==> config.mk <==
export PLATFORM = sky130hd
export DESIGN_NAME = decay_ctrl
export DESIGN_NICKNAME = d
export VERILOG_FILES = /design/src/rtl/decay_pkg.sv /design/src/rtl/decay_tick.sv /design/src/rtl/decay_line.sv /design/src/rtl/decay_wb_arb.sv /design/src/rtl/decay_ctrl.sv
export SDC_FILE = /design/constraint.sdc
export NUM_CORES = 1
export LEC_CHECK = 0
export ABC_CLOCK_PERIOD_IN_PS = 4500
export BUFFER_PORTS_ARGS = -buffer_cell sky130_fd_sc_hd__buf_2
export CAP_MARGIN = 10
export CORE_ASPECT_RATIO = 1.4
export CORE_MARGIN = 2
export CORE_UTILIZATION = 34
export CTS_CLUSTER_DIAMETER = 60
export CTS_CLUSTER_SIZE = 25
export DETAILED_ROUTE_END_ITERATION = 6
export MAX_ROUTING_LAYER = met4
export PLACE_DENSITY_LB_ADDON = 0.1
export SYNTH_ARGS = -nofsm -noshare
export SYNTH_HDL_FRONTEND = slang
export SYNTH_SLANG_ARGS = --single-unit
==> constraint.sdc <==
create_clock -name clk -period 4.5 [get_ports clk]
set_input_delay 0.675 -clock clk [delete_from_list [all_inputs] [get_ports clk]]
set_output_delay 0.675 -clock clk [all_outputs]
set_load 0.02 [all_outputs]
==> src/rtl/decay_pkg.sv <==
package decay_pkg;

    // Life cycle of one cache line as seen by the decay logic.
    typedef enum logic [1:0] {
        LS_EMPTY = 2'd0,  // powered, holds no data
        LS_LIVE  = 2'd1,  // powered, valid
        LS_DRAIN = 2'd2,  // valid, dirty, waiting for writeback acknowledge
        LS_SLEEP = 2'd3   // invalid, supply switched off
    } line_state_e;

endpackage

==> src/rtl/decay_tick.sv <==
module decay_tick #(
    parameter int TICK_LEN = 256
) (
    input  logic clk,
    input  logic rst_n,
    output logic tick
);
    localparam int PW = (TICK_LEN > 1) ? $clog2(TICK_LEN) : 1;
    localparam logic [PW-1:0] LAST = PW'(TICK_LEN - 1);

    logic [PW-1:0] cnt_d, cnt_q;

    always_comb begin
        tick  = (cnt_q == LAST);
        cnt_d = tick ? '0 : cnt_q + 1'b1;
    end

    always_ff @(posedge clk) begin
        if (!rst_n) cnt_q <= '0;
        else        cnt_q <= cnt_d;
    end
endmodule

==> src/rtl/decay_line.sv <==
module decay_line
    import decay_pkg::*;
#(
    parameter int IDLE_W = 2,
    parameter int MARGIN = 1
) (
    input  logic              clk,
    input  logic              rst_n,
    input  logic              tick,
    input  logic              touch,
    input  logic              touch_write,
    input  logic              wb_done,
    input  logic [IDLE_W-1:0] cfg_interval,
    input  logic              cfg_adapt,
    output logic              valid_o,
    output logic              off_o,
    output logic              pend_o
);
    localparam logic [IDLE_W-1:0] CMAX   = {IDLE_W{1'b1}};
    localparam logic [IDLE_W:0]   CMAX_X = {1'b0, {IDLE_W{1'b1}}};
    localparam logic [IDLE_W:0]   MARG_X = (IDLE_W+1)'(MARGIN);

    typedef struct packed {
        line_state_e       st;
        logic              dirty;
        logic [IDLE_W-1:0] idle;
        logic [IDLE_W-1:0] avg;
        logic [1:0]        cnt;
    } line_t;

    line_t s_d, s_q;

    logic [IDLE_W:0]   adapt_sum;
    logic [IDLE_W:0]   gap_sum;
    logic [IDLE_W-1:0] adapt_thr;
    logic [IDLE_W-1:0] thr;
    logic              expire;

    always_comb begin
        s_d       = s_q;
        adapt_sum = {1'b0, s_q.avg} + MARG_X;
        adapt_thr = (adapt_sum > CMAX_X) ? CMAX : adapt_sum[IDLE_W-1:0];
        thr       = (cfg_adapt && (s_q.cnt >= 2'd2)) ? adapt_thr : cfg_interval;
        expire    = (thr != '0) && (s_q.idle >= thr);
        gap_sum   = {1'b0, s_q.avg} + {1'b0, s_q.idle};

        if (tick && (s_q.st != LS_SLEEP) && (s_q.idle != CMAX))
            s_d.idle = s_q.idle + 1'b1;

        case (s_q.st)
            LS_LIVE: begin
                if (expire) begin
                    if (s_q.dirty) begin
                        s_d.st = LS_DRAIN;
                    end else begin
                        s_d.st   = LS_SLEEP;
                        s_d.idle = '0;
                    end
                end
            end
            LS_DRAIN: begin
                if (wb_done) begin
                    s_d.st    = LS_SLEEP;
                    s_d.dirty = 1'b0;
                    s_d.idle  = '0;
                end
            end
            default: ;
        endcase

        // An access overrides decay, acknowledge and tick in the same cycle.
        if (touch) begin
            s_d.st    = LS_LIVE;
            s_d.idle  = '0;
            s_d.dirty = s_q.dirty | touch_write;
            case (s_q.cnt)
                2'd0:    ;
                2'd1:    s_d.avg = s_q.idle;
                default: s_d.avg = gap_sum[IDLE_W:1];
            endcase
            if (s_q.cnt != 2'd3) s_d.cnt = s_q.cnt + 2'd1;
        end
    end

    always_ff @(posedge clk) begin
        if (!rst_n) begin
            s_q.st    <= LS_EMPTY;
            s_q.dirty <= 1'b0;
            s_q.idle  <= '0;
            s_q.avg   <= '0;
            s_q.cnt   <= '0;
        end else begin
            s_q <= s_d;
        end
    end

    assign valid_o = (s_q.st == LS_LIVE) || (s_q.st == LS_DRAIN);
    assign off_o   = (s_q.st == LS_SLEEP);
    assign pend_o  = (s_q.st == LS_DRAIN);
endmodule

==> src/rtl/decay_wb_arb.sv <==
module decay_wb_arb #(
    parameter int LINES = 16,
    parameter int IDX_W = 4
) (
    input  logic [LINES-1:0] pend,
    output logic             req,
    output logic [IDX_W-1:0] idx
);
    always_comb begin
        req = |pend;
        idx = '0;
        for (int i = LINES - 1; i >= 0; i--) begin
            if (pend[i]) idx = IDX_W'(i);
        end
    end
endmodule

==> src/rtl/decay_ctrl.sv <==
module decay_ctrl #(
    parameter int LINES    = 16,
    parameter int IDLE_W   = 2,
    parameter int TICK_LEN = 256,
    parameter int MARGIN   = 1,
    localparam int IDX_W   = (LINES > 1) ? $clog2(LINES) : 1
) (
    input  logic              clk,
    input  logic              rst_n,
    input  logic              acc_valid,
    input  logic [IDX_W-1:0]  acc_idx,
    input  logic              acc_write,
    input  logic [IDLE_W-1:0] cfg_interval,
    input  logic              cfg_adapt,
    output logic [LINES-1:0]  line_valid,
    output logic [LINES-1:0]  line_off,
    output logic              hit_valid,
    output logic              hit,
    output logic              wb_req,
    output logic [IDX_W-1:0]  wb_idx,
    input  logic              wb_ack
);
    typedef struct packed {
        logic hv;
        logic h;
    } resp_t;

    resp_t r_d, r_q;
    logic             tick;
    logic [LINES-1:0] pend;

    decay_tick #(.TICK_LEN(TICK_LEN)) u_tick (
        .clk  (clk),
        .rst_n(rst_n),
        .tick (tick)
    );

    for (genvar g = 0; g < LINES; g++) begin : g_line
        logic sel;
        assign sel = acc_valid && (acc_idx == IDX_W'(g));
        decay_line #(.IDLE_W(IDLE_W), .MARGIN(MARGIN)) u_line (
            .clk         (clk),
            .rst_n       (rst_n),
            .tick        (tick),
            .touch       (sel),
            .touch_write (acc_write),
            .wb_done     (wb_ack && wb_req && (wb_idx == IDX_W'(g))),
            .cfg_interval(cfg_interval),
            .cfg_adapt   (cfg_adapt),
            .valid_o     (line_valid[g]),
            .off_o       (line_off[g]),
            .pend_o      (pend[g])
        );
    end

    decay_wb_arb #(.LINES(LINES), .IDX_W(IDX_W)) u_arb (
        .pend(pend),
        .req (wb_req),
        .idx (wb_idx)
    );

    always_comb begin
        r_d.hv = acc_valid;
        r_d.h  = acc_valid && line_valid[acc_idx];
    end

    always_ff @(posedge clk) begin
        if (!rst_n) r_q <= '0;
        else        r_q <= r_d;
    end

    assign hit_valid = r_q.hv;
    assign hit       = r_q.h;
endmodule

### Yosys cells after proc, flatten, opt, wreduce, memory -nomap -nowiden

Cells that the tools add are included.

| cells by class | value |
|---|---|
| add/subtract/negate cells | 65 |
| multipliers | 0 |
| div/mod/pow operators | 0 |
| order comparisons | 49 |
| equality and inequality tests | 207 |
| shifts and indexed selects | 0 |
| mux-type cells | 242 |
| bitwise logic cells | 33 |
| reductions and logical operators | 310 |

Operators by type and width:

| cell | number |
|---|---|
| $mux 2 | 112 |
| $pmux 2 s2 | 48 |
| $mux 8 | 16 |
| $reduce_bool 2->1 | 64 |
| $logic_and 1x1->1 | 98 |
| $ne 2x2->1 const B | 48 |
| $ne 3x2->1 const B | 32 |
| $reduce_and 2->1 | 48 |
| $reduce_and 3->1 | 32 |
| $mux 5 | 16 |
| $add 2x1->2 const B | 32 |
| $eq 2x1->1 const B | 32 |
| $eq 2x2->1 const B | 32 |
| $eq 4x4->1 const B | 16 |
| $mux 4 | 16 |
| $ne 2x1->1 const B | 32 |
| $add 2x1->3 const B | 16 |
| $add 2x2->3 | 16 |
| $gt 3x2->1 const B | 16 |
| $reduce_bool 3->1 | 16 |
| $reduce_or 2->1 | 17 |
| $mux 1 | 33 |
| $eq 4x3->1 const B | 8 |
| $ge 2x2->1 | 16 |
| 13 further kinds | 94 |

| storage, ports and cells | value |
|---|---|
| flip-flop bits (word level) | 154 |
| bits in latches | 0 |
| RAM bits | 0 |
| ROM bits | 0 |
| input port bits | 12 |
| output and inout port bits | 39 |
| logic and storage cells | 1005 |
| memories | 0 |

### Longest topological paths before layout

| logic depth | value |
|---|---|
| depth in word-level cells | 22 |
| depth in mapped cells | 12 |
| gate-level depth less buffers | 12 |

### Hierarchy

A second synthesis with hierarchy kept.

| second synthesis, totals | value |
|---|---|
| cell total of the unflattened synthesis | 1331 |
| area total of the unflattened synthesis | 11701.2 um^2 |

By module, submodules not included:

| module | instances | cells an instance | area each (um^2) | seq. area each (um^2) |
|---|---|---|---|---|
| decay_line (g_line[0].u_line ...) | 15 | 74 | 670.6 | 180.2 |
| decay_line (g_line[9].u_line) | 1 | 79 | 700.7 | 180.2 |
| decay_ctrl | 1 | 69 | 431.7 | 40.0 |
| decay_tick | 1 | 39 | 332.8 | 160.2 |
| decay_wb_arb | 1 | 34 | 176.4 | 0.0 |

### Worst setup path before layout

OpenSTA, ideal clock, no wires.

| timing path | value |
|---|---|
| path kind | register to register |
| start point | reg g_line[5].u_line.s_q[7] in the netlist's numbering |
| end point | reg g_line[12].u_line.s_q[7] in the netlist's numbering |
| setup time | 58 ps |
| arrival time | 2560 ps |
| data required time | 4442 ps |
| slack | 1882 ps |
| cell stages (with the launch flop) | 11 |
| buffers on the path | 1 |
| clock period less this slack | 2618 ps |
| cells stage by stage | dfxtp_1 inv_1 ha_1 buf_6 or2_1 or4_4 o221ai_4 inv_2 o31a_1 a2111oi_2 o21a_1 |

| on the way | value |
|---|---|
| word-level cells in the longest chain between the ends | 11 |
| elaborated cells on any way between the ends | 13 |
| those cells by class | eq/ne: 3; mux: 6; reduce/logical: 4 |

Ends and longest elaborated chain:

| element | RTL line | text |
|---|---|---|
| start, declared | decay_line.sv:31 | `line_t s_d, s_q;` |
| $eq 2x2->1 | decay_line.sv:99 | `assign pend_o = (s_q.st == LS_DRAIN);` |
| $mux 4 (6 in series) | decay_wb_arb.sv:13 | `if (pend[i]) idx = IDX_W'(i);` |
| named net wb_idx[0] | decay_ctrl.sv:20 | `output logic [IDX_W-1:0] wb_idx,` |
| $eq 4x4->1 | decay_ctrl.sv:47 | `.wb_done (wb_ack && wb_req && (wb_idx == IDX_W'(g))),` |
| $logic_and 1x1->1 | decay_ctrl.sv:47 |  |
| $ne 3x2->1 (no line) | -- |  |
| $reduce_and 3->1 (no line) | -- |  |
| end, declared | decay_line.sv:31 |  |

The timed path passes the listed nets, and every way through them passes these cells.
A chain may end at the register's enable or synchronous reset.

### Final worst setup path

| timing path | value |
|---|---|
| start point | reg g_line[2].u_line.s_q[7] in the netlist's numbering |
| end point | out wb_idx[1] |

| on the way | value |
|---|---|
| word-level cells in the longest chain between the ends | 4 |

Ends and longest elaborated chain:

| element | RTL line |
|---|---|
| start, declared | decay_line.sv:31 |
| $eq 2x2->1 | decay_line.sv:99 |
| $mux 4 (3 in series) | decay_wb_arb.sv:13 |
| end, declared | decay_ctrl.sv:20 |

Every way passes these cells.

==> impl_metrics.tcl <==
set metrics [dict create \
    final_antenna_net_count 0 \
    cts_setup_buffers 0 \
    yosys_synthesis_warning_count 0 \
    asyncSetResetFlopFracSynth 0 \
    r2r_start "g_line[2].u_line.s_q[7]" \
    synth_most_common_cell "nor2_1" \
    placement.io_buffers 50 \
    netlist_top_cells_area "dfxtp_1 27%, ha_1 18%, nor2_1 5.8%" \
    synthesis.area_sq_um 11210 \
    num-fill-cells 3398 \
    detailroute.via_count 9145 \
    max-clock-path-buffers 2 \
    drc 0 \
    gp_congestion 0.8925 \
    unrepaired_setup_endpoints_after_global_routing "false" \
    postSynthNetCount 1533 \
    routedLengthMet1_um 12840 \
    tritoncts.num_buffers 17 \
    clock_sink_total 154 \
    status "finished, final reports clean" \
    hold_path_class "flip-flop to flip-flop" \
    postSynth.topFlopCell "dfxtp_1" \
    final_nets 1547 \
    detail_route.wl_per_cell_um 16.50 \
    cellPowerDensity_nw_per_um2 454.6 \
    synthDistinctLibCells 70 \
    seq_area_frac_synth 0.2749 \
    number_of_standard_cell_rows_in_the_floorplan 78 \
    layout_worst_path_cycle_share 0.8062 \
    slew_at_the_pin_closest_to_its_max_slew_limit_ns 0.9403 \
    netlist.area_leader.share 0.2749 \
    hold_viol 0 \
    number_of_global_route_vias_before_repair 9054 \
    crit_required_ns 3.83 \
    wl_met3_um 965 \
    synth-edff-count 0 \
    drtPass1Iterations 5 \
    critical_path_end_type "output pin" \
    ys_seq_elements 154 \
    pin_count 51 \
    pre_cts_ws_ns 1.241 \
    grt_remaining_overflow 0 \
    antenna_found_initial 0 \
    fmaxAchievable_mhz 275.6 \
    syn-instance-count 1341 \
    tritoncts_clock_tree "yes" \
    area_growth_pct 9.139 \
    dp_hpwl_um 22270 \
    syn_area_per_cell_sq_um 8.362 \
    antenna_cells 0 \
    avgViaCountPerCell 5.061 \
    floorplan.die.height_um 218.9 \
    fp.dieW_um 157.5 \
    floorplan.die_area_sq_um 34470 \
    cts.root.buffer_cell "clkbuf_16" \
    design_area_sq_um 12240 \
    pin_count_of_the_biggest_net_entering_global_routing 39 \
    worstHoldStart "u_tick.cnt_q[0]" \
    setup-violations-final 0 \
    holdBufCountCts 0 \
    grt.total_usage 0.1860 \
    clkTransAtPathRegs_ns 0.06 \
    final_layout_size_suffix_gt1_frac 0.08120 \
    cts_repair_resize_count 0 \
    timing_max_transition_violations_final 0 \
    critPathKind "flip-flop to output pin" \
    floorplan.initialDensity 0.3450 \
    clock_insertion_delay_at_the_later_pin_of_the_skew_report_ns 0.45 \
    core_area_sq_um 32500 \
    fin_tns_setup_ns 0 \
    static-leakage-power_nw 5.086 \
    finClkSkew_ns 0.008581 \
    global_route_wire_length_before_repair_um 48160 \
    clock_tree.htree_level_count 4 \
    synth_area_leader_cell "dfxtp_1" \
    start_kind "flip-flop" \
    critPathLaunch "g_line[2].u_line.s_q[7]" \
    initialDrtViolationCount 397 \
    max_fanout_on_critical_path 16 \
    vdd_ir_drop_max_mv 0.3460 \
    cap_violations 0 \
    slew_headroom 0.3683 \
    topRoutingLayerUsed "met4" \
    synth_top_cells_by_count "172 x nor2_1, 164 x ha_1, 154 x dfxtp_1" \
    finalWirelength_um 29820 \
    critPathArrivalTime_ns 2.95 \
    postLayoutSetupSlackWorst_ns 0.8719 \
    timing.final.crit_period_ns 3.628 \
    placed_cell_area_sq_um 11700 \
    holdWs_ns 0.4744 \
    route.met2.wl_um 15440 \
]
metal layers:
layer | vias up | track usage
li1 | 4644 | -
met5 | - | -
met4 | 0 | 0.05667
met3 | 33 | 0.02844
met2 | 135 | 0.3335
met1 | 4333 | 0.2118
final timing paths:
kind | depth (start not counted) | to | slack, ns
min reg2reg | 1 | u_tick.cnt_q[0] | 0.47
max | 7 | wb_idx[1] | 0.87
min | 1 | u_tick.cnt_q[0] | 0.47
max reg2reg | 9 | g_line[12].u_line.s_q[7] | 1.23
cell families (layout without fill, tap and decap cells):
| kind of cell | Yosys count | after routing | synth area share |
|---|---|---|---|
| AO/OA/AOI/OAI | 297 | 297 | 0.1690 |
| XOR/XNOR | 37 | 37 | 0.02890 |
| adder cells (fa/ha/maj) | 180 | 180 | 0.2116 |
| buffers and inverters | 171 | 197 | 0.06885 |
| flip-flops | 154 | 154 | 0.2749 |
| multiplexers | 58 | 58 | 0.05769 |
| AND/OR/NAND/NOR | 444 | 444 | 0.1890 |
power by group:
group          switching [mW]  leakage [nW]  total [mW]  internal, mW
Combinational            1.68          3.58        2.58         0.896
Sequential              0.132          1.25        1.62          1.49
Clock                   0.610         0.258        1.37         0.756
final cells by class:
type / instances / area, sq um / share of cell area
Clock buffer: 24 / 491.7 / 0.04018
Clock inverter: 7 / 42.54 / 0.003476
Inverter: 110 / 414.1 / 0.03384
Multi-Input combinational cell: 1016 / 7361 / 0.6015
Sequential cell: 154 / 3083 / 0.2519
Tap cell: 440 / 550.5 / 0.04499
Timing Repair Buffer: 56 / 295.3 / 0.02413
critical path: stages (launching register included):
cell	delay, ns
dfxtp_1	0.42
inv_1	0.07
ha_1	0.32
nor2_1	0.17
o31a_1	0.15
o22a_1	0.59
clkinv_1	0.49
buf_2	0.30
layout by cell type (no fill, tap or decap), types with 6 or more instances in the layout:
| master | Yosys | layout |
|---|---|---|
| nor2_1 | 172 | 171 |
| clkbuf_16 | 0 | 17 |
| o31a_1 | 8 | 8 |
| nand3_1 | 9 | 9 |
| nor3_1 | 31 | 31 |
| buf_4 | 32 | 6 |
| nor2b_1 | 25 | 25 |
| a21oi_1 | 81 | 81 |
| o21a_1 | 8 | 8 |
| and3_1 | 7 | 7 |
| dfxtp_1 | 154 | 154 |
| ha_1 | 164 | 164 |
| inv_1 | 108 | 107 |
| a21o_1 | 14 | 14 |
| a211oi_1 | 36 | 36 |
| a31oi_1 | 17 | 17 |
| and2_1 | 26 | 26 |
| or2_2 | 6 | 6 |
| mux2i_1 | 50 | 50 |
| fa_1 | 16 | 16 |
| o21ai_0 | 81 | 81 |
| or3_1 | 17 | 17 |
| xnor2_1 | 34 | 34 |
| nand2_1 | 95 | 95 |
| buf_2 | 2 | 50 |
| nand2b_1 | 26 | 26 |
| nand4_1 | 9 | 9 |
stage by stage:
step	utilization	total power [mW]	instances
2_1_floorplan	-	3.564	1341
3_3_place_gp	0.3601	4.241	1776
3_5_place_dp	0.3601	4.223	1776
4_1_cts	0.3766	5.627	1807
5_1_grt	0.3766	5.934	1807
6_report	0.3766	5.564	1807
registers in the layout, indices dropped and copies added (netlist names):
| name | count |
|---|---|
| hit | 1 |
| g_line.u_line.s_q | 144 |
| hit_valid | 1 |
| u_tick.cnt_q | 8 |
Power figures use the tool's default switching activity.
